--- config.mk ---
export PLATFORM = sky130hd
export DESIGN_NAME = jbb_cmd_decoder
export DESIGN_NICKNAME = d
export VERILOG_FILES = /design/src/rtl/jbb_pkg.sv /design/src/rtl/jbb_classify.sv /design/src/rtl/jbb_pin_drive.sv /design/src/rtl/jbb_reply_slot.sv /design/src/rtl/jbb_cmd_decoder.sv
export SDC_FILE = /design/constraint.sdc
export NUM_CORES = 1
export LEC_CHECK = 0
export BUFFER_PORTS_ARGS = -buffer_cell sky130_fd_sc_hd__buf_4
export CAP_MARGIN = 10
export CORE_AREA = 2 2 39 41
export DETAILED_ROUTE_END_ITERATION = 8
export DIE_AREA = 0 0 41 43
export PLACE_DENSITY = 0.68
export REMOVE_ABC_BUFFERS = 1
export SYNTH_ARGS = -nofsm -noshare
export SYNTH_HDL_FRONTEND = slang
export SYNTH_SLANG_ARGS = --single-unit
--- constraint.sdc ---
create_clock -name clk -period 1.58 [get_ports clk]
set_clock_uncertainty 0.1 [all_clocks]
set_input_delay 0.316 -clock clk [delete_from_list [all_inputs] [get_ports clk]]
set_output_delay 0.316 -clock clk [all_outputs]
set_load 0.05 [all_outputs]
--- src/rtl/jbb_pkg.sv ---
package jbb_pkg;

    localparam int CHAR_W = 8;
    localparam int PIN_N  = 3;

    localparam logic [CHAR_W-1:0] CH_DIGIT_LO = 8'h30;
    localparam logic [CHAR_W-1:0] CH_DIGIT_HI = 8'h37;
    localparam logic [CHAR_W-1:0] CH_REL_A    = 8'h72;
    localparam logic [CHAR_W-1:0] CH_REL_B    = 8'h73;
    localparam logic [CHAR_W-1:0] CH_HOLD_A   = 8'h74;
    localparam logic [CHAR_W-1:0] CH_HOLD_B   = 8'h75;
    localparam logic [CHAR_W-1:0] CH_SAMPLE   = 8'h52;
    localparam logic [CHAR_W-1:0] CH_QUIT     = 8'h51;
    localparam logic [CHAR_W-1:0] CH_ONE      = 8'h31;
    localparam logic [CHAR_W-1:0] CH_ZERO     = 8'h30;

    typedef enum logic [2:0] {
        OP_NONE,
        OP_PINS,
        OP_TRST_REL,
        OP_TRST_SET,
        OP_SAMPLE,
        OP_QUIT
    } op_e;

    typedef struct packed {
        op_e              op;
        logic [PIN_N-1:0] pins;   // [2]=TCK [1]=TMS [0]=TDI
    } cmd_t;

    function automatic cmd_t classify(input logic [CHAR_W-1:0] ch);
        cmd_t c;
        c.op   = OP_NONE;
        c.pins = ch[PIN_N-1:0];
        if (ch >= CH_DIGIT_LO && ch <= CH_DIGIT_HI)
            c.op = OP_PINS;
        else if (ch == CH_REL_A || ch == CH_REL_B)
            c.op = OP_TRST_REL;
        else if (ch == CH_HOLD_A || ch == CH_HOLD_B)
            c.op = OP_TRST_SET;
        else if (ch == CH_SAMPLE)
            c.op = OP_SAMPLE;
        else if (ch == CH_QUIT)
            c.op = OP_QUIT;
        return c;
    endfunction

    function automatic logic advances(input op_e op);
        return (op == OP_PINS) || (op == OP_TRST_REL);
    endfunction

endpackage

--- src/rtl/jbb_classify.sv ---
module jbb_classify
    import jbb_pkg::*;
(
    input  logic [CHAR_W-1:0] ch,
    output cmd_t              cmd
);
    always_comb cmd = classify(ch);
endmodule

--- src/rtl/jbb_pin_drive.sv ---
module jbb_pin_drive
    import jbb_pkg::*;
(
    input  logic             clk,
    input  logic             rst,
    input  logic             fire,
    input  cmd_t             cmd,
    output logic [PIN_N-1:0] pins,
    output logic             trst_n,
    output logic             step
);
    logic wr_pins;
    assign wr_pins = fire && (cmd.op == OP_PINS);

    for (genvar i = 0; i < PIN_N; i++) begin : g_pin
        always_ff @(posedge clk) begin
            if (rst)
                pins[i] <= 1'b0;
            else if (wr_pins)
                pins[i] <= cmd.pins[i];
        end
    end

    always_ff @(posedge clk) begin
        if (rst) begin
            trst_n <= 1'b0;
            step   <= 1'b0;
        end else begin
            step <= fire && advances(cmd.op);
            if (fire && cmd.op == OP_TRST_REL)
                trst_n <= 1'b1;
            else if (fire && cmd.op == OP_TRST_SET)
                trst_n <= 1'b0;
        end
    end
endmodule

--- src/rtl/jbb_reply_slot.sv ---
module jbb_reply_slot
    import jbb_pkg::*;
(
    input  logic              clk,
    input  logic              rst,
    input  logic              load,
    input  logic              tdo,
    input  logic              ready,
    output logic              valid,
    output logic [CHAR_W-1:0] data,
    output logic              free
);
    assign free = !valid || ready;

    always_ff @(posedge clk) begin
        if (rst) begin
            valid <= 1'b0;
            data  <= CH_ZERO;
        end else if (load) begin
            valid <= 1'b1;
            data  <= tdo ? CH_ONE : CH_ZERO;
        end else if (ready) begin
            valid <= 1'b0;
        end
    end
endmodule

--- src/rtl/jbb_cmd_decoder.sv ---
module jbb_cmd_decoder
    import jbb_pkg::*;
(
    input  logic              clk,
    input  logic              rst,
    input  logic              cmd_valid,
    output logic              cmd_ready,
    input  logic [CHAR_W-1:0] cmd_data,
    output logic              rsp_valid,
    input  logic              rsp_ready,
    output logic [CHAR_W-1:0] rsp_data,
    input  logic              tdo_i,
    output logic              tck_o,
    output logic              tms_o,
    output logic              tdi_o,
    output logic              trst_n_o,
    output logic              step_o,
    output logic              quit_o
);
    cmd_t             cmd;
    logic             fire;
    logic             slot_free;
    logic             quit_q;
    logic [PIN_N-1:0] pins;

    jbb_classify u_cls (.ch(cmd_data), .cmd(cmd));

    assign cmd_ready = !quit_q && ((cmd.op != OP_SAMPLE) || slot_free);
    assign fire      = cmd_valid && cmd_ready;

    jbb_pin_drive u_pins (
        .clk(clk), .rst(rst), .fire(fire), .cmd(cmd),
        .pins(pins), .trst_n(trst_n_o), .step(step_o)
    );

    jbb_reply_slot u_rsp (
        .clk(clk), .rst(rst),
        .load(fire && cmd.op == OP_SAMPLE),
        .tdo(tdo_i), .ready(rsp_ready),
        .valid(rsp_valid), .data(rsp_data), .free(slot_free)
    );

    always_ff @(posedge clk) begin
        if (rst)
            quit_q <= 1'b0;
        else if (fire && cmd.op == OP_QUIT)
            quit_q <= 1'b1;
    end

    assign tck_o  = pins[2];
    assign tms_o  = pins[1];
    assign tdi_o  = pins[0];
    assign quit_o = quit_q;
endmodule

* Word-level counts from Yosys, hierarchy flattened *
Index checks and enable logic that the tools add are counted.

operators by class
  divide/modulo/power cells = 0
  bitwise logic cells = 0
  $lt $le $gt $ge = 2
  $add $sub $neg = 0
  multipliers = 0
  shift-type cells = 0
  equality and inequality tests = 12
  reduce and logical (&&, ||, !) cells = 18
  mux-type cells = 10

operator list
  cell                                                  number
  == test 8 x 7 -> 1 bit (second input constant)        6
  2-to-1 mux 3 bit                                      5
  logical AND 1 bit                                     9
  >= comparator 8 x 6 -> 1 bit (second input constant)  1
  <= comparator 8 x 6 -> 1 bit (second input constant)  1
  == test 3 x 2 -> 1 bit (second input constant)        2
  == test 3 bit (second input constant)                 2
  logical OR 1 bit                                      5
  2-to-1 mux 1 bit                                      5
  nonzero test 2 bit                                    2
  == test 3 x 1 -> 1 bit (second input constant)        1
  != test 3 bit (second input constant)                 1
  zero test 1 bit                                       2

word-level totals
  output and inout bits = 16
  memory bits (read-only) = 0
  latch bits = 0
  logic and storage cells = 50
  memory bits (writable) = 0
  bits in registers = 15
  memories = 0

* Depth between registers and ports, before layout *
Gate-level depths: netlist of the first run.

  depth in word-level cells = 13
  gate-level depth with buffers = 5

* By module *
A second synthesis of the first run with hierarchy kept.

second synthesis, totals
  cells, all modules = 61
  area, all modules = 555.5 um^2

by module, submodules not included
  module           times used  area an instance (um^2)  cells each
  jbb_pin_drive    1           236.5                    21
  jbb_reply_slot   1           140.1                    16
  jbb_classify     1           98.8                     15
  jbb_cmd_decoder  1           80.1                     9

* Worst setup path after synthesis of the first run *
Ideal clock, no wire load.

  path type = input to output
  start point = input cmd_data[3]
  end point = output cmd_ready
  buffers on the path = 0
  setup slack = -0.369 ns
  stages = 3
  data arrival time = 1.533 ns
  path through = and4bb_2 and2_1 a31oi_1

between the ends
  longest elaborated chain between the ends = 9

ends and longest elaborated chain
  element                 RTL line               source
  start: declaration      jbb_cmd_decoder.sv:8   input logic [CHAR_W-1:0] cmd_data,
  == test 8 x 7 -> 1 bit  jbb_pkg.sv:43          else if (ch == CH_QUIT)
  2-to-1 mux 3 bit        jbb_pkg.sv:43
  2-to-1 mux 3 bit        jbb_pkg.sv:41          else if (ch == CH_SAMPLE)
  2-to-1 mux 3 bit        jbb_pkg.sv:39          else if (ch == CH_HOLD_A || ch == CH_HOLD_B)
  2-to-1 mux 3 bit        jbb_pkg.sv:37          else if (ch == CH_REL_A || ch == CH_REL_B)
  2-to-1 mux 3 bit (*)    jbb_pkg.sv:35          if (ch >= CH_DIGIT_LO && ch <= CH_DIGIT_HI)
  != test 3 bit (*)       jbb_cmd_decoder.sv:28  assign cmd_ready = !quit_q && ((cmd.op != OP_SAMPLE) || slot_free);
  logical OR 1 bit (*)    jbb_cmd_decoder.sv:28
  logical AND 1 bit (*)   jbb_cmd_decoder.sv:28
  end: declaration        jbb_cmd_decoder.sv:7   output logic cmd_ready,

Mark *: on every way between the ends. The rest lies on a longest branch, timed or not.

* Worst setup path in the final report of the first run *
  start point = input cmd_data[2]
  end point = output cmd_ready

The elaborated chain is that of the path after synthesis.

==> flow_summary.ini, run 1 <==
[clocking]
cts_tree = built
cts_hold_buffers = 0
cts_sinks = 8
worstSkewPairLatency_ns = 0.25
cts_buffers = 3
path_clk_slew_ns = 0.06
cts-root-buf = clkbuf_4
htreeDepth = 1
clockBufferDepth = 2

[timing]
fin_crit_sh = 0.993
hold_slack_ns = 0.185
fmax_mhz = 638
finalSetupViolations = 0
tns_ns = 0
period_needed_ns = 1.57
hold_viol = 0
grt_setup_unrepaired = true
maxSlewViolCount = 0

[global_route]
grt_max_degree = 9
grt_pass1_vias = 423
grt_overflow = 0
grt.total_usage = 0.148
antenna_found_initial = 0
grt_pass1_wl_um = 1690

[synth]
syn_inst = 53
synth-seq-cells = 8
yosys.area_share.adder = 0
syn_avg_cell_area_um2 = 8.78
ys_top_cells_by_area = dfxtp_1, buf_4, mux2i_1
synth_xor_area_frac = 0.0188
synth_compound_area_frac = 0.0672
synth_top_area_frac = 0.344
yosys.area_share.simple = 0.277
yosys.area.top_type = dfxtp_1
yosys_warnings = 0
synth_area_um2 = 465
yosysSeqAreaShare = 0.344
ys_types = 24
synth_top_family_by_area = simple AND/OR/NAND/NOR gates
muxShareOfSynthArea = 0.108

[layout]
final_nets = 97
register_area_um2 = 160
syn2layout_area_growth_pct = 54.0
final_util = 0.518
fin_cells = 98
final_common_cell = buf_4
drive_above_1_share = 0.463
final_cell_mix = buf_4, dfxtp_1, conb_1
antenna_cells = 0
fillers = 128
multi_input_area_um2 = 263

[place]
place_congestion = 0.795
hpwl_um = 798
io_buffer_count = 21
dp.cells = 92

[die]
io_pins = 29
initial_core_util = 0.336
die_y_um = 43
coreArea_um2 = 1380
die_width_um = 41
die_area_um2 = 1760
num_rows = 14

[detailed_routing]
drc = 0
postRouteAntennaNets = 0
vias = 450
drt_iter0_markers = 3
drt-total-wl_um = 1040
vias_per_cell = 4.59
drtPass1Iterations = 3
drt-wirelength-per-cell_um = 10.6

[worst_setup_path]
cp_max_fo = 2
r2r_setup_slack_ns = 0.23
startpoint_type = input port
regToRegStartpoint = quit_o
setup.worst_path.end_class = primary output
required_ns = 1.16
worstReg2RegEnd = u_pins.pins[0]
path_cells = buf_6 > nor4b_4 > and2_4 > a31oi_1 > buf_4
startpoint = cmd_data[2]
critical_path_class = input port to primary output
arrival_ns = 1.15
slowest_delay_ns = 0.29
cp_slowest_cell = nor4b_4
crit_path_end = cmd_ready
reg2reg_depth = 4

[power_and_ir_drop]
switchingPower_mw = 0.143
power_frac_seq = 0.425
ir_drop_mv = 0.447
internal_power_mw = 0.336
clkPwrFrac = 0.341
pwr-share-comb = 0.234
leakagePower_nw = 0.354
swShare = 0.298
p_total_mw = 0.478
power.density_nw_per_um2 = 667

[worst_hold_path]
min_path_type = input port to flip-flop

[run]
drv_cap = 0

[run_status]
outcome = complete, no violations
[metrics by stage]
stage / worst slack (ns) / area, um2
floorplan: -0.369 / 417
global placement: -0.160 / 639
detailed placement: -0.221 / 639
CTS: -0.00554 / 706
global route: -0.0244 / 717
finish: 0.0116 / 717
[state kept, by name, indices dropped and copies added (netlist names)]
signal         flops
quit_o             1
u_pins.pins        3
u_pins.step        1
u_pins.trst_n      1
u_rsp.data         1
u_rsp.valid        1
[synthesized netlist by cell type]
cell type  instances
buf_4              7
xor2_1             1
nor4b_1            1
a211oi_1           1
nand2b_1           1
and3b_1            1
and4bb_2           1
a21oi_1            2
and2b_4            1
nand2_1            3
a31oi_1            1
and2_1             1
conb_1             2
o211ai_1           1
buf_6              1
nor2_1             5
buf_1              1
nor3b_1            1
dfxtp_1            8
mux2i_1            5
and4bb_1           1
nand4_1            3
and2_2             1
inv_1              3
[metal layers]
metal | GRT usage | part of all wire
met1 | 0.161 | 0.41
met2 | 0.228 | 0.49
met3 | 0.0681 | 0.089
met4 | 0.0800 | 0.011
met5 | 0 | 0
[power groups by stage]
stage | registers [mW] | logic (mW) | clock network [mW]
detailed placement | 0.208 | 0.101 | 0
floorplan | 0.212 | 0.0529 | 0
CTS | 0.203 | 0.110 | 0.170
global route | 0.203 | 0.121 | 0.177
global placement | 0.208 | 0.100 | 0
finish | 0.203 | 0.112 | 0.163
[worst max-delay path, delay by kind of cell]
kind            cells  cell delay (ns)
buf+inv             2             0.29
compound gates      1             0.07
simple gates        2             0.48
[how the worst min path moves through the flow]
stage,from,to,cells after the start
2_1_floorplan,rst,quit_o,1
3_3_place_gp,quit_o,quit_o,2
3_5_place_dp,quit_o,quit_o,2
4_1_cts,rst,u_pins.step,2
5_1_grt,rst,u_pins.step,2
6_report,rst,u_pins.step,2
[cell type report]
cell class,instances,share of cell area
multi-input combinational,38,0.366
timing repair buffer,30,0.335
sequential,8,0.223
clock buffer,3,0.0314
tap,16,0.0279
inverter,3,0.0157
[cell families (layout without fill, tap and decap cells)]
group	Yosys count	in the layout
simple gates	20	20
buf+inv	12	36
flops	8	8
compound gates	5	5
mux	5	5
other cells	2	7
xor+xnor	1	1
[repair_timing]
| action | in CTS | in global routing |
|---|---|---|
| gates resized for setup | 6 | 1 |
| setup buffers | 2 | 1 |
| pin swaps | 4 | 3 |
| endpoints found under the setup margin | 1 | 1 |
No activity file was read; power rests on OpenSTA's default activity.
==> inputs of run 2 (changes only) <==
--- a/config.mk
+++ b/config.mk
@@ -5,12 +5,14 @@
 export SDC_FILE = /design/constraint.sdc
 export NUM_CORES = 1
 export LEC_CHECK = 0
+export ABC_CLOCK_PERIOD_IN_PS = 1580
 export BUFFER_PORTS_ARGS = -buffer_cell sky130_fd_sc_hd__buf_4
 export CAP_MARGIN = 10
-export CORE_AREA = 2 2 39 41
+export CELL_PAD_IN_SITES_DETAIL_PLACEMENT = 0
+export CELL_PAD_IN_SITES_GLOBAL_PLACEMENT = 1
+export CORE_UTILIZATION = 27
 export DETAILED_ROUTE_END_ITERATION = 8
-export DIE_AREA = 0 0 41 43
-export PLACE_DENSITY = 0.68
+export PLACE_DENSITY_LB_ADDON = 0.1
 export REMOVE_ABC_BUFFERS = 1
 export SYNTH_ARGS = -nofsm -noshare
 export SYNTH_HDL_FRONTEND = slang
==> run 2 against run 1 <==
  * The flow now finishes with violations (DRC, setup timing)
  * Sequential power barely moved
  * Clock power shrank 5%
  * Maximum frequency decreased by 1.9%
  * Global-route usage shrank 1.8 points
  * Critical path type unchanged
  * Critical endpoint unchanged
  * Largest power group unchanged
  * Highest routed layer is now met3
==> flow_summary.ini, run 2 (synthesis gave the netlist of run 1 again) <==
[run_status]
outcome = complete, but fails checks
violations = DRC, setup timing

[clocking]
cts_hold_buffers = 0
cts_tree = built
path_clk_slew_ns = 0.05
cts-root-buf = clkbuf_4
cts_buffers = 3
worstSkewPairLatency_ns = 0.25
htreeDepth = 1
cts_sinks = 8
clockBufferDepth = 2

[detailed_routing]
drt-wirelength-per-cell_um = 10.8
vias = 435
drtPass1Iterations = 6
vias_per_cell = 4.58
postRouteAntennaNets = 0
drc = 6
drt-total-wl_um = 1020
drt_iter0_markers = 11

[timing]
maxSlewViolCount = 0
tns_ns = -0.0193
setup_ws_ns = -0.0193
fin_crit_sh = 1.01
grt_setup_unrepaired = true
period_needed_ns = 1.60
fmax_mhz = 625
hold_viol = 0
finalSetupViolations = 1
hold_slack_ns = 0.195

[place]
io_buffer_count = 21
hpwl_um = 802
place_congestion = 0.695

[die]
die_y_um = 43.5
coreArea_um2 = 1560
die_area_um2 = 1890
io_pins = 29
initial_core_util = 0.299
die_width_um = 43.5
num_rows = 14

[global_route]
antenna_found_initial = 0
grt_max_degree = 9
grt_overflow = 0
grt.total_usage = 0.130
grt_pass1_wl_um = 1790
grt_pass1_vias = 441

[run]
drv_cap = 0

[layout]
largest_register = u_pins.pins
syn2layout_area_growth_pct = 50.0
drive_above_1_share = 0.443
final_util = 0.448
final_nets = 94
final_cell_mix = buf_4, dfxtp_1, conb_1
largest_reg_flops = 3
final_common_cell = buf_4
antenna_cells = 0

[power_and_ir_drop]
switchingPower_mw = 0.135
ir_drop_mv = 0.332
clkPwrFrac = 0.330
power_frac_seq = 0.434
internal_power_mw = 0.334
swShare = 0.288
pwr-share-comb = 0.236
power.density_nw_per_um2 = 672
leakagePower_nw = 0.339

[worst_setup_path]
required_ns = 1.16
arrival_ns = 1.18
setup.worst_path.end_class = primary output
cp_max_fo = 2
critical_path_class = input port to primary output
startpoint_type = input port

[worst_hold_path]
min_path_type = input port to flip-flop
## run 2: critical path, cell delays in order
cell     delay [ns]
buf_8          0.10
nor4b_4        0.30
and2_4         0.19
a31oi_1        0.08
buf_4          0.19
## run 2: per-stage QoR
stage               instances  setup WS (ns)  total power [mW]  cell area, um2
floorplan                  49         -0.369             0.265             417
global placement           91         -0.137             0.309             632
detailed placement         91         -0.177             0.309             632
CTS                        95        -0.0149             0.475             687
global route               95        -0.0587             0.496             698
finish                     95        -0.0193             0.469             698
## run 2: cell type report
class | count | area, um2
multi-input combinational | 38 | 263
timing repair buffer | 27 | 221
fill | 165 | 861
clock buffer | 3 | 22.5
sequential | 8 | 160
tap | 16 | 20.0
inverter | 3 | 11.3
## run 2: repair_timing
item,4_1_cts,5_1_grt
endpoints found under the setup margin,1,1
pin swaps,4,3
endpoints found under the hold margin,0,0
gates resized for setup,5,3
buffers inserted,1,0
## run 2: path summary, 6_finish.rpt
check	cells past startpoint	to	from	slack [ns]
max	5	cmd_ready	cmd_data[2]	-0.02
min	2	u_rsp.valid	rst	0.20
max reg2reg	4	u_pins.pins[0]	quit_o	0.25
min reg2reg	2	quit_o	quit_o	0.38
## run 2: routing by layer
metal	up-vias	share of wire	global-route usage
met5	-	0	0
li1	219	-	-
met3	0	0.12	0.0750
met2	26	0.51	0.236
met4	0	0	0.0188
met1	190	0.37	0.132
## run 2: power groups by stage
stage               logic, mW  clock network [mW]  registers, mW
floorplan              0.0529                   0          0.212
global route            0.118               0.175          0.203
detailed placement      0.101                   0          0.208
finish                  0.111               0.155          0.204
CTS                     0.108               0.164          0.203
global placement        0.101                   0          0.208
==> inputs of run 3 (changes only) <==
--- a/config.mk
+++ b/config.mk
@@ -8,11 +8,12 @@
 export ABC_CLOCK_PERIOD_IN_PS = 1580
 export BUFFER_PORTS_ARGS = -buffer_cell sky130_fd_sc_hd__buf_4
 export CAP_MARGIN = 10
-export CELL_PAD_IN_SITES_DETAIL_PLACEMENT = 0
-export CELL_PAD_IN_SITES_GLOBAL_PLACEMENT = 1
-export CORE_UTILIZATION = 27
+export CELL_PAD_IN_SITES_DETAIL_PLACEMENT = 2
+export CELL_PAD_IN_SITES_GLOBAL_PLACEMENT = 2
+export CORE_UTILIZATION = 21
 export DETAILED_ROUTE_END_ITERATION = 8
 export PLACE_DENSITY_LB_ADDON = 0.1
+export RECOVER_POWER = 50
 export REMOVE_ABC_BUFFERS = 1
 export SYNTH_ARGS = -nofsm -noshare
 export SYNTH_HDL_FRONTEND = slang
==> run 3 against run 2 <==
  * The run now ends clean
  * Register-to-register slack got worse by 0.10 ns
  * Maximum frequency rose by 1.9%
  * Critical path depth did not move
==> flow_summary.ini, run 3 (synthesis gave the netlist of run 1 again) <==
[run_status]
outcome = complete, no violations

[worst_setup_path]
required_ns = 1.16
cp_max_fo = 2
critical_path_class = input port to primary output
worstReg2RegEnd = u_pins.pins[0]
startpoint_type = input port
regToRegStartpoint = quit_o
cp_slowest_cell = and4bb_2
r2r_setup_slack_ns = 0.15
path_cells = buf_6 > and4bb_2 > and2_4 > a31oi_4 > buf_6
setup.worst_path.end_class = primary output
arrival_ns = 1.15
path_common_cell = buf_6
reg2reg_depth = 4
slowest_delay_ns = 0.23

[clocking]
cts_tree = built
worstSkewPairLatency_ns = 0.26
clockBufferDepth = 2
cts_hold_buffers = 0
cts_sinks = 8
path_clk_slew_ns = 0.06
htreeDepth = 1
cts_buffers = 3
cts-root-buf = clkbuf_4

[place]
place_congestion = 0.671
pre_cts_ws_ns = -0.150
dpl-instance-area_um2 = 646
io_buffer_count = 21
hpwl_um = 987

[detailed_routing]
drc = 0
postRouteAntennaNets = 0
drt-total-wl_um = 1240
drtPass1Iterations = 4
drt-wirelength-per-cell_um = 11.7
drt_iter0_markers = 1
vias_per_cell = 4.27
vias = 453

[power_and_ir_drop]
power.density_nw_per_um2 = 679
leakagePower_nw = 0.333
ir_drop_mv = 0.246

[global_route]
grt_pass1_wl_um = 2120
antenna_found_initial = 0
grt_overflow = 0
grt_pass1_vias = 478
grt_max_degree = 9
grt.total_usage = 0.120

[timing]
setup_ws_ns = 0.0105
hold_slack_ns = 0.193
hold_viol = 0
fmax_mhz = 637
maxSlewViolCount = 0
period_needed_ns = 1.57
finalSetupViolations = 0
fin_crit_sh = 0.993
grt_setup_unrepaired = true

[die]
die_width_um = 49.1
num_rows = 16
die_y_um = 49.1
io_pins = 29
initial_core_util = 0.230
coreArea_um2 = 2020
die_area_um2 = 2410

[layout]
final_common_cell = buf_4
drive_above_1_share = 0.430
largest_register = u_pins.pins
final_nets = 94
final_area_um2 = 709
largest_reg_flops = 3
antenna_cells = 0
syn2layout_area_growth_pct = 52.4
final_util = 0.351
final_cell_mix = buf_4, dfxtp_1, conb_1
fillers = 240

[worst_hold_path]
min_to = u_rsp.valid
min_path_type = input port to flip-flop
hp-start = rst
whs_path_depth = 2

[run]
drv_cap = 0
run 3: cell count changes in the layout (fill, tap and decap cells not counted), sizes merged:
cell / before / now
buf: 27 / 20
clkbuf: 3 / 10
run 3: worst max-delay path: cells and delay by family:
| kind | cells | cell delay, ns |
|---|---|---|
| buffers and inverters | 2 | 0.26 |
| AOI/OAI and AO/OA | 1 | 0.17 |
| and+or+nand+nor | 2 | 0.40 |
run 3: what timing repair did:
item / CTS / global route
buffers inserted: 0 / 1
setup endpoints to repair: 1 / 1
gates resized for setup: 7 / 4
pin swaps: 3 / 4
run 3: worst max path at each step:
| stage | slack [ns] | cells after the start | to | from |
|---|---|---|---|---|
| after CTS | -0.01 | 5 | cmd_ready | cmd_data[4] |
| after global placement | -0.12 | 5 | cmd_ready | cmd_data[0] |
| after detailed placement | -0.15 | 5 | cmd_ready | cmd_data[0] |
| after global routing | -0.01 | 5 | cmd_ready | cmd_data[6] |
| after floorplan | -0.37 | 3 | cmd_ready | cmd_data[3] |
| final | 0.01 | 5 | cmd_ready | cmd_data[6] |
run 3: cell type report:
type                            count  area [um2]  area share
Multi-Input combinational cell     38         275       0.388
Tap cell                           27        33.8      0.0476
Timing Repair Buffer               27         206       0.291
Inverter                            3        11.3      0.0159
Sequential cell                     8         160       0.226
Clock buffer                        3        22.5      0.0317
run 3: per-stage QoR:
step	setup TNS, ns	power [mW]	instances
finish	0	0.482	106
global route	-0.00958	0.515	106
CTS	-0.0102	0.497	105
detailed placement	-0.150	0.311	102
global placement	-0.121	0.310	102
floorplan	-0.369	0.265	49
run 3: where the power goes:
group | total, mW | leakage (nW) | switching (mW) | internal (mW)
combinational | 0.111 | 0.254 | 0.0686 | 0.0421
sequential | 0.203 | 0.0645 | 0.000563 | 0.203
clock | 0.168 | 0.0138 | 0.0804 | 0.0877
run 3: per-layer routing:
layer / global-route usage / up-vias / routed length (um)
met1: 0.151 / 213 / 560
li1: - / 219 / -
met5: 0 / - / 0
met4: 0.0588 / 0 / 9
met3: 0.0374 / 2 / 62
met2: 0.183 / 19 / 604
